### config.mk
export PLATFORM = sky130hd
export DESIGN_NAME = mac_seq
export DESIGN_NICKNAME = d
export VERILOG_FILES = /design/src/rtl/mac_seq_pkg.sv /design/src/rtl/mac_seq_elem_ext.sv /design/src/rtl/mac_seq_accum.sv /design/src/rtl/mac_seq_cost.sv /design/src/rtl/mac_seq.sv
export SDC_FILE = /design/constraint.sdc
export NUM_CORES = 2
export LEC_CHECK = 0
export ABC_AREA = 1
export CAP_MARGIN = 20
export CORE_MARGIN = 1
export CORE_UTILIZATION = 57
export CTS_CLUSTER_SIZE = 25
export DETAILED_ROUTE_END_ITERATION = 7
export PLACE_DENSITY = 0.8
export SETUP_SLACK_MARGIN = 0.15
export SLEW_MARGIN = 20
export SYNTH_ARGS = -nofsm -noshare
export SYNTH_HDL_FRONTEND = slang
export SYNTH_SLANG_ARGS = --single-unit
### constraint.sdc
create_clock -name clk -period 14.2 [get_ports clk]
set_input_delay 3.55 -clock clk [delete_from_list [all_inputs] [get_ports clk]]
set_output_delay 3.55 -clock clk [all_outputs]
set_load 0.1 [all_outputs]
### src/rtl/mac_seq_pkg.sv
package mac_seq_pkg;
  localparam int DW    = 32;          // element / word width
  localparam int NWORD = 3;           // words in the running sum
  localparam int SUMW  = DW * NWORD;  // running sum width
  localparam int KEEPW = 80;          // signed width kept at completion

  typedef enum logic [2:0] {
    S_IDLE,
    S_RDA,
    S_RDB,
    S_MAC,
    S_FIN
  } mac_state_e;

  function automatic logic [2:0] size_bytes(input logic [1:0] sz);
    case (sz)
      2'd0:    return 3'd1;
      2'd1:    return 3'd2;
      default: return 3'd4;
    endcase
  endfunction
endpackage

### src/rtl/mac_seq_elem_ext.sv
module mac_seq_elem_ext
  import mac_seq_pkg::*;
(
  input  logic [DW-1:0]        raw,
  input  logic [1:0]           size_sel,
  output logic signed [DW-1:0] val
);
  always_comb begin
    case (size_sel)
      2'd0:    val = {{(DW-8){raw[7]}}, raw[7:0]};
      2'd1:    val = {{(DW-16){raw[15]}}, raw[15:0]};
      default: val = raw;
    endcase
  end
endmodule

### src/rtl/mac_seq_accum.sv
module mac_seq_accum
  import mac_seq_pkg::*;
(
  input  logic signed [DW-1:0] op_a,
  input  logic signed [DW-1:0] op_b,
  input  logic [SUMW-1:0]      acc_in,
  output logic [SUMW-1:0]      acc_out
);
  localparam int PW = 2 * DW;

  logic signed [PW-1:0] prod;
  logic [SUMW-1:0]      addend;
  logic [NWORD-1:0]     carry;

  assign prod     = op_a * op_b;
  assign addend   = {{(SUMW-PW){prod[PW-1]}}, prod};
  assign carry[0] = 1'b0;

  for (genvar w = 0; w < NWORD; w++) begin : g_word
    if (w < NWORD - 1) begin : g_mid
      logic [DW:0] s;
      assign s = {1'b0, acc_in[w*DW +: DW]} + {1'b0, addend[w*DW +: DW]}
               + {{DW{1'b0}}, carry[w]};
      assign acc_out[w*DW +: DW] = s[DW-1:0];
      assign carry[w+1]          = s[DW];
    end else begin : g_top
      assign acc_out[w*DW +: DW] = acc_in[w*DW +: DW] + addend[w*DW +: DW]
                                 + {{(DW-1){1'b0}}, carry[w]};
    end
  end
endmodule

### src/rtl/mac_seq_cost.sv
module mac_seq_cost #(
  parameter int CW    = 16,
  parameter int COSTW = 32
) (
  input  logic [1:0]       size_sel,
  input  logic [CW-1:0]    n,
  output logic [COSTW-1:0] cost
);
  logic [COSTW-1:0] n_w;
  assign n_w = COSTW'(n);

  always_comb begin
    case (size_sel)
      2'd0:    cost = COSTW'(6) + COSTW'(7) * (n_w >> 2) + COSTW'(4) * (n_w & COSTW'(3));
      2'd1:    cost = COSTW'(6) + COSTW'(5) * (n_w >> 1) + COSTW'(4) * (n_w & COSTW'(1));
      default: cost = COSTW'(6) + COSTW'(4) * n_w;
    endcase
  end
endmodule

### src/rtl/mac_seq.sv
module mac_seq
  import mac_seq_pkg::*;
#(
  parameter int AW    = 16,
  parameter int CW    = 16,
  parameter int COSTW = 32
) (
  input  logic             clk,
  input  logic             rst,
  input  logic             start,
  input  logic [1:0]       size_sel,
  input  logic [AW-1:0]    ptr_a,
  input  logic [AW-1:0]    ptr_b,
  input  logic [CW-1:0]    count,
  input  logic [DW-1:0]    acc_lo_in,
  input  logic [DW-1:0]    acc_mid_in,
  input  logic [DW-1:0]    acc_hi_in,
  output logic             mem_rd_en,
  output logic [AW-1:0]    mem_addr,
  input  logic [DW-1:0]    mem_rdata,
  output logic             busy,
  output logic             done,
  output logic [DW-1:0]    sum_lo,
  output logic [DW-1:0]    sum_mid,
  output logic [DW-1:0]    sum_hi,
  output logic             flag_neg,
  output logic             flag_ovf,
  output logic [COSTW-1:0] cycle_cost
);
  localparam int TOPLO = 2 * DW;           // first bit of the top word
  localparam int FILLW = SUMW - KEEPW;     // bits replaced by the fill

  mac_state_e              state_q;
  logic [AW-1:0]           ptr_a_q, ptr_b_q;
  logic [CW-1:0]           cnt_q, n_tot_q;
  logic [1:0]              size_q;
  logic signed [DW-1:0]    a_q;
  logic [SUMW-1:0]         acc_q;

  logic signed [DW-1:0]    elem_val;
  logic [SUMW-1:0]         acc_nxt;
  logic [COSTW-1:0]        cost_val;
  logic [AW-1:0]           step;
  logic [DW-1:0]           hi_fill;

  mac_seq_elem_ext u_ext (
    .raw      (mem_rdata),
    .size_sel (size_q),
    .val      (elem_val)
  );

  mac_seq_accum u_acc (
    .op_a    (a_q),
    .op_b    (elem_val),
    .acc_in  (acc_q),
    .acc_out (acc_nxt)
  );

  mac_seq_cost #(.CW(CW), .COSTW(COSTW)) u_cost (
    .size_sel (size_q),
    .n        (n_tot_q),
    .cost     (cost_val)
  );

  assign step    = AW'(size_bytes(size_q));
  assign hi_fill = {{FILLW{acc_q[KEEPW-1]}}, acc_q[KEEPW-1:TOPLO]};

  assign busy      = (state_q != S_IDLE);
  assign mem_rd_en = (state_q == S_RDA) || (state_q == S_RDB);
  assign mem_addr  = (state_q == S_RDB) ? ptr_b_q : ptr_a_q;

  always_ff @(posedge clk) begin
    if (rst) begin
      state_q    <= S_IDLE;
      ptr_a_q    <= '0;
      ptr_b_q    <= '0;
      cnt_q      <= '0;
      n_tot_q    <= '0;
      size_q     <= '0;
      a_q        <= '0;
      acc_q      <= '0;
      done       <= 1'b0;
      sum_lo     <= '0;
      sum_mid    <= '0;
      sum_hi     <= '0;
      flag_neg   <= 1'b0;
      flag_ovf   <= 1'b0;
      cycle_cost <= '0;
    end else begin
      done <= 1'b0;
      case (state_q)
        S_IDLE: begin
          if (start) begin
            ptr_a_q <= ptr_a;
            ptr_b_q <= ptr_b;
            cnt_q   <= count;
            n_tot_q <= count;
            size_q  <= size_sel;
            acc_q   <= {acc_hi_in, acc_mid_in, acc_lo_in};
            state_q <= (count == '0) ? S_FIN : S_RDA;
          end
        end
        S_RDA: state_q <= S_RDB;
        S_RDB: begin
          a_q     <= elem_val;
          state_q <= S_MAC;
        end
        S_MAC: begin
          acc_q   <= acc_nxt;
          ptr_a_q <= ptr_a_q + step;
          ptr_b_q <= ptr_b_q + step;
          cnt_q   <= cnt_q - CW'(1);
          state_q <= (cnt_q == CW'(1)) ? S_FIN : S_RDA;
        end
        S_FIN: begin
          sum_lo     <= acc_q[DW-1:0];
          sum_mid    <= acc_q[2*DW-1:DW];
          sum_hi     <= hi_fill;
          flag_neg   <= hi_fill[DW-1];
          flag_ovf   <= (hi_fill != '0) && (hi_fill != '1);
          cycle_cost <= cost_val;
          done       <= 1'b1;
          state_q    <= S_IDLE;
        end
        default: state_q <= S_IDLE;
      endcase
    end
  end

  // completion is a single pulse, and the block is idle during it
  p_done_pulse_r10: assert property (@(posedge clk) disable iff (rst)
    done |=> !done);
  p_done_idle_r10: assert property (@(posedge clk) disable iff (rst)
    done |-> !busy);

  // run configuration cannot change once a run is under way
  p_cfg_hold_r8: assert property (@(posedge clk) disable iff (rst)
    (state_q != S_IDLE) |=> ($stable(size_q) && $stable(n_tot_q)));

  // per-step address advance and count decrement
  p_ptr_step_r4: assert property (@(posedge clk) disable iff (rst)
    (state_q == S_MAC) |=> ((ptr_a_q == $past(ptr_a_q) + $past(step)) &&
                            (ptr_b_q == $past(ptr_b_q) + $past(step)) &&
                            (cnt_q == $past(cnt_q) - CW'(1))));

  // the second-array read directly follows the first-array read
  p_read_order_r4: assert property (@(posedge clk) disable iff (rst)
    (state_q == S_RDA) |=> (mem_rd_en && (mem_addr == ptr_b_q)));

  // zero count goes straight to completion with no read
  p_zero_noread_r9: assert property (@(posedge clk) disable iff (rst)
    (state_q == S_IDLE && start && count == '0) |=> (!mem_rd_en ##1 done));

  // final top word is a sign extension of its bit 15
  p_fill_r5: assert property (@(posedge clk) disable iff (rst)
    done |-> (sum_hi[DW-1:KEEPW-TOPLO] == {FILLW{sum_hi[KEEPW-TOPLO-1]}}));

  // sign flag follows the final top word
  p_neg_r6: assert property (@(posedge clk) disable iff (rst)
    done |-> (flag_neg == sum_hi[DW-1]));
endmodule

Word level (Yosys, flattened, before mapping)
Cells that the tools add are included.

operators by class
  reduce and logical (&&, ||, !) cells = 10
  $mul = 3
  add/subtract/negate cells = 13
  mux-type cells = 17
  equality and inequality tests = 8

operator list
  cell                                                                  number
  96-bit case mux with 2 select lines                                   1
  32-bit case mux with 2 select lines                                   2
  96-bit two-way mux                                                    1
  16-bit case mux with 2 select lines                                   3
  32-bit by 32-bit adder with 33-bit output                             2
  3-bit by 32-bit adder with 32-bit output, first input constant        2
  32-bit by 32-bit multiplier with 64-bit output                        1
  16-bit two-way mux                                                    4
  33-bit by 1-bit adder with 33-bit output                              1
  16-bit by 3-bit adder with 16-bit output                              2
  32-bit by 1-bit adder with 32-bit output                              1
  32-bit by 3-bit adder with 32-bit output                              1
  32-bit adder                                                          1
  32-bit by 4-bit adder with 32-bit output                              1
  32-bit != test, second input constant                                 1
  32-bit nonzero test                                                   1
  3-bit by 18-bit adder with 19-bit output, first input constant        1
  3-bit by 15-bit multiplier with 18-bit output, first input constant   1
  3-bit by 14-bit multiplier with 17-bit output, first input constant   1
  16-bit by 1-bit == test with 1-bit output, second input constant      1
  16-bit zero test                                                      1
  16-bit by 1-bit subtractor with 16-bit output, second input constant  1
  3-bit case mux with 4 select lines                                    1
  3-bit two-way mux                                                     3
  14 further kinds                                                      16

storage, ports and cells
  output and inout port bits = 149
  logic and storage cells = 66
  bits in registers = 312
  input port bits = 181

Longest topological paths before layout
  depth in word-level cells = 7
  depth in mapped cells = 61
  mapped depth without buffers = 59

By module
From an unflattened synthesis, not the netlist that was laid out.

unflattened totals
  cells, all modules = 8,330
  area total of the unflattened synthesis = 61,433.9 um^2

modules (own cells, without submodules)
  module            area each (um^2)  times used  seq. area each (um^2)  cells an instance
  mac_seq_accum     43,929.6          1           0.0                    5,821
  mac_seq           13,429.1          1           6,226.0                1,891
  mac_seq_cost      3,688.5           1           0.0                    551
  mac_seq_elem_ext  386.6             1           0.0                    67

Least setup slack after synthesis
Ideal clock, no wire load.

  kind = input to register
  start = in mem_rdata[7]
  end = reg acc_q[76]
  cell stages on the path = 57
  data arrival time = 13.995 ns
  data required time = 14.068 ns
  setup time = 0.132 ns
  path buffers = 2
  setup slack = 0.072 ns
  cell sequence = clkbuf_1 -> nand2_1 -> inv_2 -> a21oi_2 -> inv_2 -> clkbuf_1 -> nand2_1 -> fa_1 -> inv_1 -> fa_1 -> fa_1 -> inv_1 -> fa_1 -> inv_1 -> fa_1 -> inv_1 -> fa_1 -> inv_1 -> [21 not listed] -> nand3_1 -> nand2_1 -> nand3_1 -> nand3_1 -> a21o_1 -> a21oi_1 -> fa_1 -> fa_1 -> o21ai_1 -> nand2_1 -> nand2_1 -> a21oi_1 -> o21ai_1 -> a21boi_0 -> o21ai_1 -> a21oi_1 -> o21ai_0 -> a21oi_1

between the ends
  cells in the longest elaborated chain, start to end = 6
  elaborated cells on any way between the ends = 8
  those cells by class = 5 x add/sub; 1 x mul; 2 x mux

RTL lines
  what                                              line                   RTL
  start, declared                                   mac_seq.sv:20          input logic [DW-1:0] mem_rdata,
  32-bit case mux with 2 select lines *             mac_seq_elem_ext.sv:9  case (size_sel)
  32-bit by 32-bit multiplier with 64-bit output *  mac_seq_accum.sv:15    assign prod = op_a * op_b;
  32-bit by 32-bit adder with 33-bit output         mac_seq_accum.sv:22    assign s = {1'b0, acc_in[w*DW +: DW]} + {1'b0, addend[w*DW +: DW]}
  33-bit by 1-bit adder with 33-bit output          mac_seq_accum.sv:23    + {{DW{1'b0}}, carry[w]};
  32-bit by 1-bit adder with 32-bit output *        mac_seq_accum.sv:28    + {{(DW-1){1'b0}}, carry[w]};
  96-bit case mux with 2 select lines *             mac_seq.sv:91          case (state_q)
  end signal, assigned                              mac_seq.sv:99          acc_q <= {acc_hi_in, acc_mid_in, acc_lo_in};
  end signal, assigned                              mac_seq.sv:109         acc_q <= acc_nxt;
  end, declared                                     mac_seq.sv:38          logic [SUMW-1:0] acc_q;

Mark *: on every way between the ends. The rest lies on a longest branch, timed or not.
A chain may end at the register's enable or synchronous reset.

Worst setup path after layout
  start = in mem_rdata[1]
  end = reg acc_q[34]

between the ends
  cells in the longest elaborated chain, start to end = 5
  elaborated cells on any way between the ends = 6
  those cells by class = 3 x add/sub; 1 x mul; 2 x mux

RTL lines
  what                                              line
  32-bit case mux with 2 select lines *             mac_seq_elem_ext.sv:9
  32-bit by 32-bit multiplier with 64-bit output *  mac_seq_accum.sv:15
  32-bit by 32-bit adder with 33-bit output         mac_seq_accum.sv:22
  33-bit by 1-bit adder with 33-bit output *        mac_seq_accum.sv:23
  96-bit case mux with 2 select lines *             mac_seq.sv:91

Marked as above.

==> results_dict.tcl <==
set metrics [dict create \
    grt_first_pass_wirelength_um 293000 \
    postSynthRegisterBits 282 \
    worst_skew_late_latency_ns 0.59 \
    drt_wl_total_um 192000 \
    finalMaxSlewViolations 0 \
    dr.first_iter.drc_count 5691 \
    layout_min_cycle_time_ns 14.07 \
    endpoint_of_the_worst_hold_timing_path "sum_lo[21]" \
    count_of_flip_flops_with_a_built_in_enable_after_synthesis 0 \
    rr_endpoint "acc_q[34]" \
    outcome "complete, but fails checks" \
    fin_worst_skew_ns 0.0397 \
    worst_ep_required_time_ns 14.62 \
    top_usage_layer "met2" \
    violations "design-rule violations" \
    finalSetupViolCount 0 \
    setup.reg_to_reg.worst_slack_ns 2.10 \
    synthCells 7389 \
    average_instance_area_after_synthesis_um2 7.63 \
    cts-hold-fix-buffers 0 \
    critical_path.most_common_cell "buf_4" \
    final-hold-violation-count 0 \
    timing.rr.start "size_q[1]" \
    die_h_um 316 \
    yosysWarnings 0 \
    data_arrival_time_at_the_worst_slack_endpoint_ns 14.49 \
    setup.worst_path.end_class "register" \
    startpoint_type "input port" \
    cts-buffers-inserted 35 \
    rsz_0062_raised_after_global_routing "yes" \
    period_share_pct 99.1 \
    die_w_um 316 \
    drt_pre_antenna_iters 8 \
    nNetsFinal 9815 \
    hold-path-cell-count 2 \
    max_slew_margin_pct 21.0 \
    drc 1 \
    share_of_synthesized_area_occupied_by_flip_flops_and_latches_pct 10.0 \
    fin_worst_hold_slack_ns 0.479 \
    worst_slew_pin_slew_ns 1.18 \
    setup.worst_path.class "input port to register" \
    cap_violations 0 \
    use_met2_pct 58.4 \
    worst_path_largest_cell_delay_ns 0.60 \
    routed-via-count 54000 \
    cts_sinks 282 \
    antenna_left 0 \
    num_rows 114 \
    reg2regPathDepth 66 \
    gr-usage-all-layers_pct 37.9 \
    clkTransAtPathRegs_ns 0.06 \
    dp_hpwl_um 149000 \
    max_freq_mhz 71.1 \
    detail_route.vias_per_cell 5.68 \
    clock_tree.root_cell "clkbuf_16" \
    tritoncts "yes" \
    initial_utilization_pct 57.9 \
    grt_pass1_vias 54200 \
    worst-path-max-fanout 7 \
    number_of_buffers_inserted_by_port_buffering 300 \
    wl_per_cell_um 20.2 \
    floorplan.core_area_um2 97300 \
    grt_max_degree 94 \
    synthesis.area_um2 56400 \
    layout_commonest_cell "nand2_1" \
    ys.flop_type "dfxtp_1" \
    globalRouteMet3Util_pct 11.6 \
    area_delta_synth_final_pct 22.8 \
    gr-usage-met1_pct 49.2 \
    global_route.overflow_total 0 \
    die_area_um2 100000 \
    number_of_distinct_standard_cells_referenced_by_the_synthesized_netlist 62 \
    holdCritStartpoint "sum_lo[21]" \
    worst_case_clock_buffer_depth 3 \
    grt_antenna_before_repair 17 \
    commonest_cells_after_routing_fill_and_taps_aside "1,615 x nand2_1, 1,608 x inv_1, 1,061 x fa_1" \
    postSynth.asyncResetShare_pct 0 \
    crit_path_top_delay_cell "fa_1" \
    worst_hold_path_type "register to register" \
    htree_num_levels 2 \
    num_io_pins 330 \
    layout-drive-gt1-share_pct 15.3 \
    gp_congestion 1.06 \
]
[metrics by stage]
| stage | cells | util, % | cell area [µm²] | worst slack (ns) | TNS (ns) |
|---|---|---|---|---|---|
| after CTS | 9449 | 69.3 | 67400 | 0.185 | 0 |
| final | 9517 | 71.1 | 69200 | 0.132 | 0 |
| after floorplan | 7401 | - | 56400 | 0.152 | 0 |
| after detailed placement | 9345 | 67.3 | 65500 | -1.07 | -10.50 |
| after global placement | 9345 | 67.3 | 65500 | -0.906 | -8.12 |
| after global routing | 9512 | 71.1 | 69200 | -0.0297 | -0.0512 |
[cell usage after synthesis, types with 14 or more instances]
master | n | area, µm²
o21ai_1 | 25 | 125
buf_4 | 30 | 225
a21o_1 | 33 | 248
inv_1 | 1636 | 6140
nand2_1 | 1665 | 6250
fa_1 | 1105 | 22100
o221ai_1 | 18 | 158
nor4_1 | 14 | 87.6
nand3_1 | 169 | 846
dfxtp_1 | 282 | 5650
o21bai_1 | 21 | 158
inv_2 | 21 | 78.8
clkbuf_1 | 290 | 1090
nor2_1 | 615 | 2310
xnor2_1 | 41 | 359
o21ai_0 | 319 | 1600
nand4_1 | 36 | 225
a21oi_1 | 363 | 1820
xor2_1 | 87 | 762
o211ai_1 | 20 | 150
or2_2 | 23 | 144
a31oi_1 | 67 | 419
buf_1 | 15 | 56.3
nor3_1 | 35 | 175
ha_1 | 331 | 4140
[cells by family (layout without fill, tap and decap cells)]
group,count (synthesis),count (layout),share of synthesized area (%)
buffers and inverters,2003,2827,13.6
and+or+nand+nor,2612,2612,18.6
DFF,282,282,10.0
adders and majority gates,1436,1436,46.6
AOI/OAI and AO/OA,927,927,9.19
xor gates and xnor gates,128,128,1.99
other,1,29,0.00665
[state kept, by name (all words and copies together) (netlist names)]
name,count
sum_mid,32
sum_hi,16
ptr_a_q,16
a_q,32
flag_ovf,1
state_q,3
n_tot_q,16
size_q,2
ptr_b_q,16
done,1
cycle_cost,19
cnt_q,16
acc_q,80
sum_lo,32
[per-layer routing]
| metal | up-vias | share of wire [%] |
|---|---|---|
| met5 | - | 0.054 |
| met4 | 14 | 5.5 |
| met3 | 744 | 13 |
| met2 | 3336 | 45 |
| met1 | 26200 | 37 |
| li1 | 23700 | - |
[layout make-up]
type | instances | area [µm²]
antenna | 16 | 40.0
clock buffer | 45 | 963
clock inverter | 19 | 290
fill | 7182 | 28100
inverter | 1660 | 6260
multi-input combinational | 5116 | 44600
sequential | 282 | 5650
tap | 1276 | 1600
timing repair buffer | 1103 | 9820
[how the worst max path moves through the flow]
stage	startpoint	endpoint	cells past startpoint
2_1_floorplan	mem_rdata[7]	acc_q[76]	56
3_3_place_gp	mem_rdata[7]	acc_q[76]	57
3_5_place_dp	mem_rdata[7]	acc_q[76]	57
4_1_cts	mem_rdata[16]	acc_q[76]	52
5_1_grt	mem_rdata[12]	acc_q[34]	61
6_report	mem_rdata[1]	acc_q[34]	60
[critical path, delay by kind of cell]
family,cells,cell delay [ns]
xor gates and xnor gates,1,0.08
AOI/OAI and AO/OA,2,0.20
and+or+nand+nor,14,1.44
adders and majority gates,12,5.01
buffers and inverters,31,4.17
[repair_timing]
action | in CTS | in global routing
resized for setup | 93 | 325
hold endpoints to repair | 0 | 0
gates cloned | 1 | 1
setup endpoints to repair | 13 | 14
buffers inserted | 39 | 51
pin swaps | 49 | 178
Power is left out: the tool's default activity adds up to more than one toggle a clock period on the data nets, which glitch-free logic cannot reach.
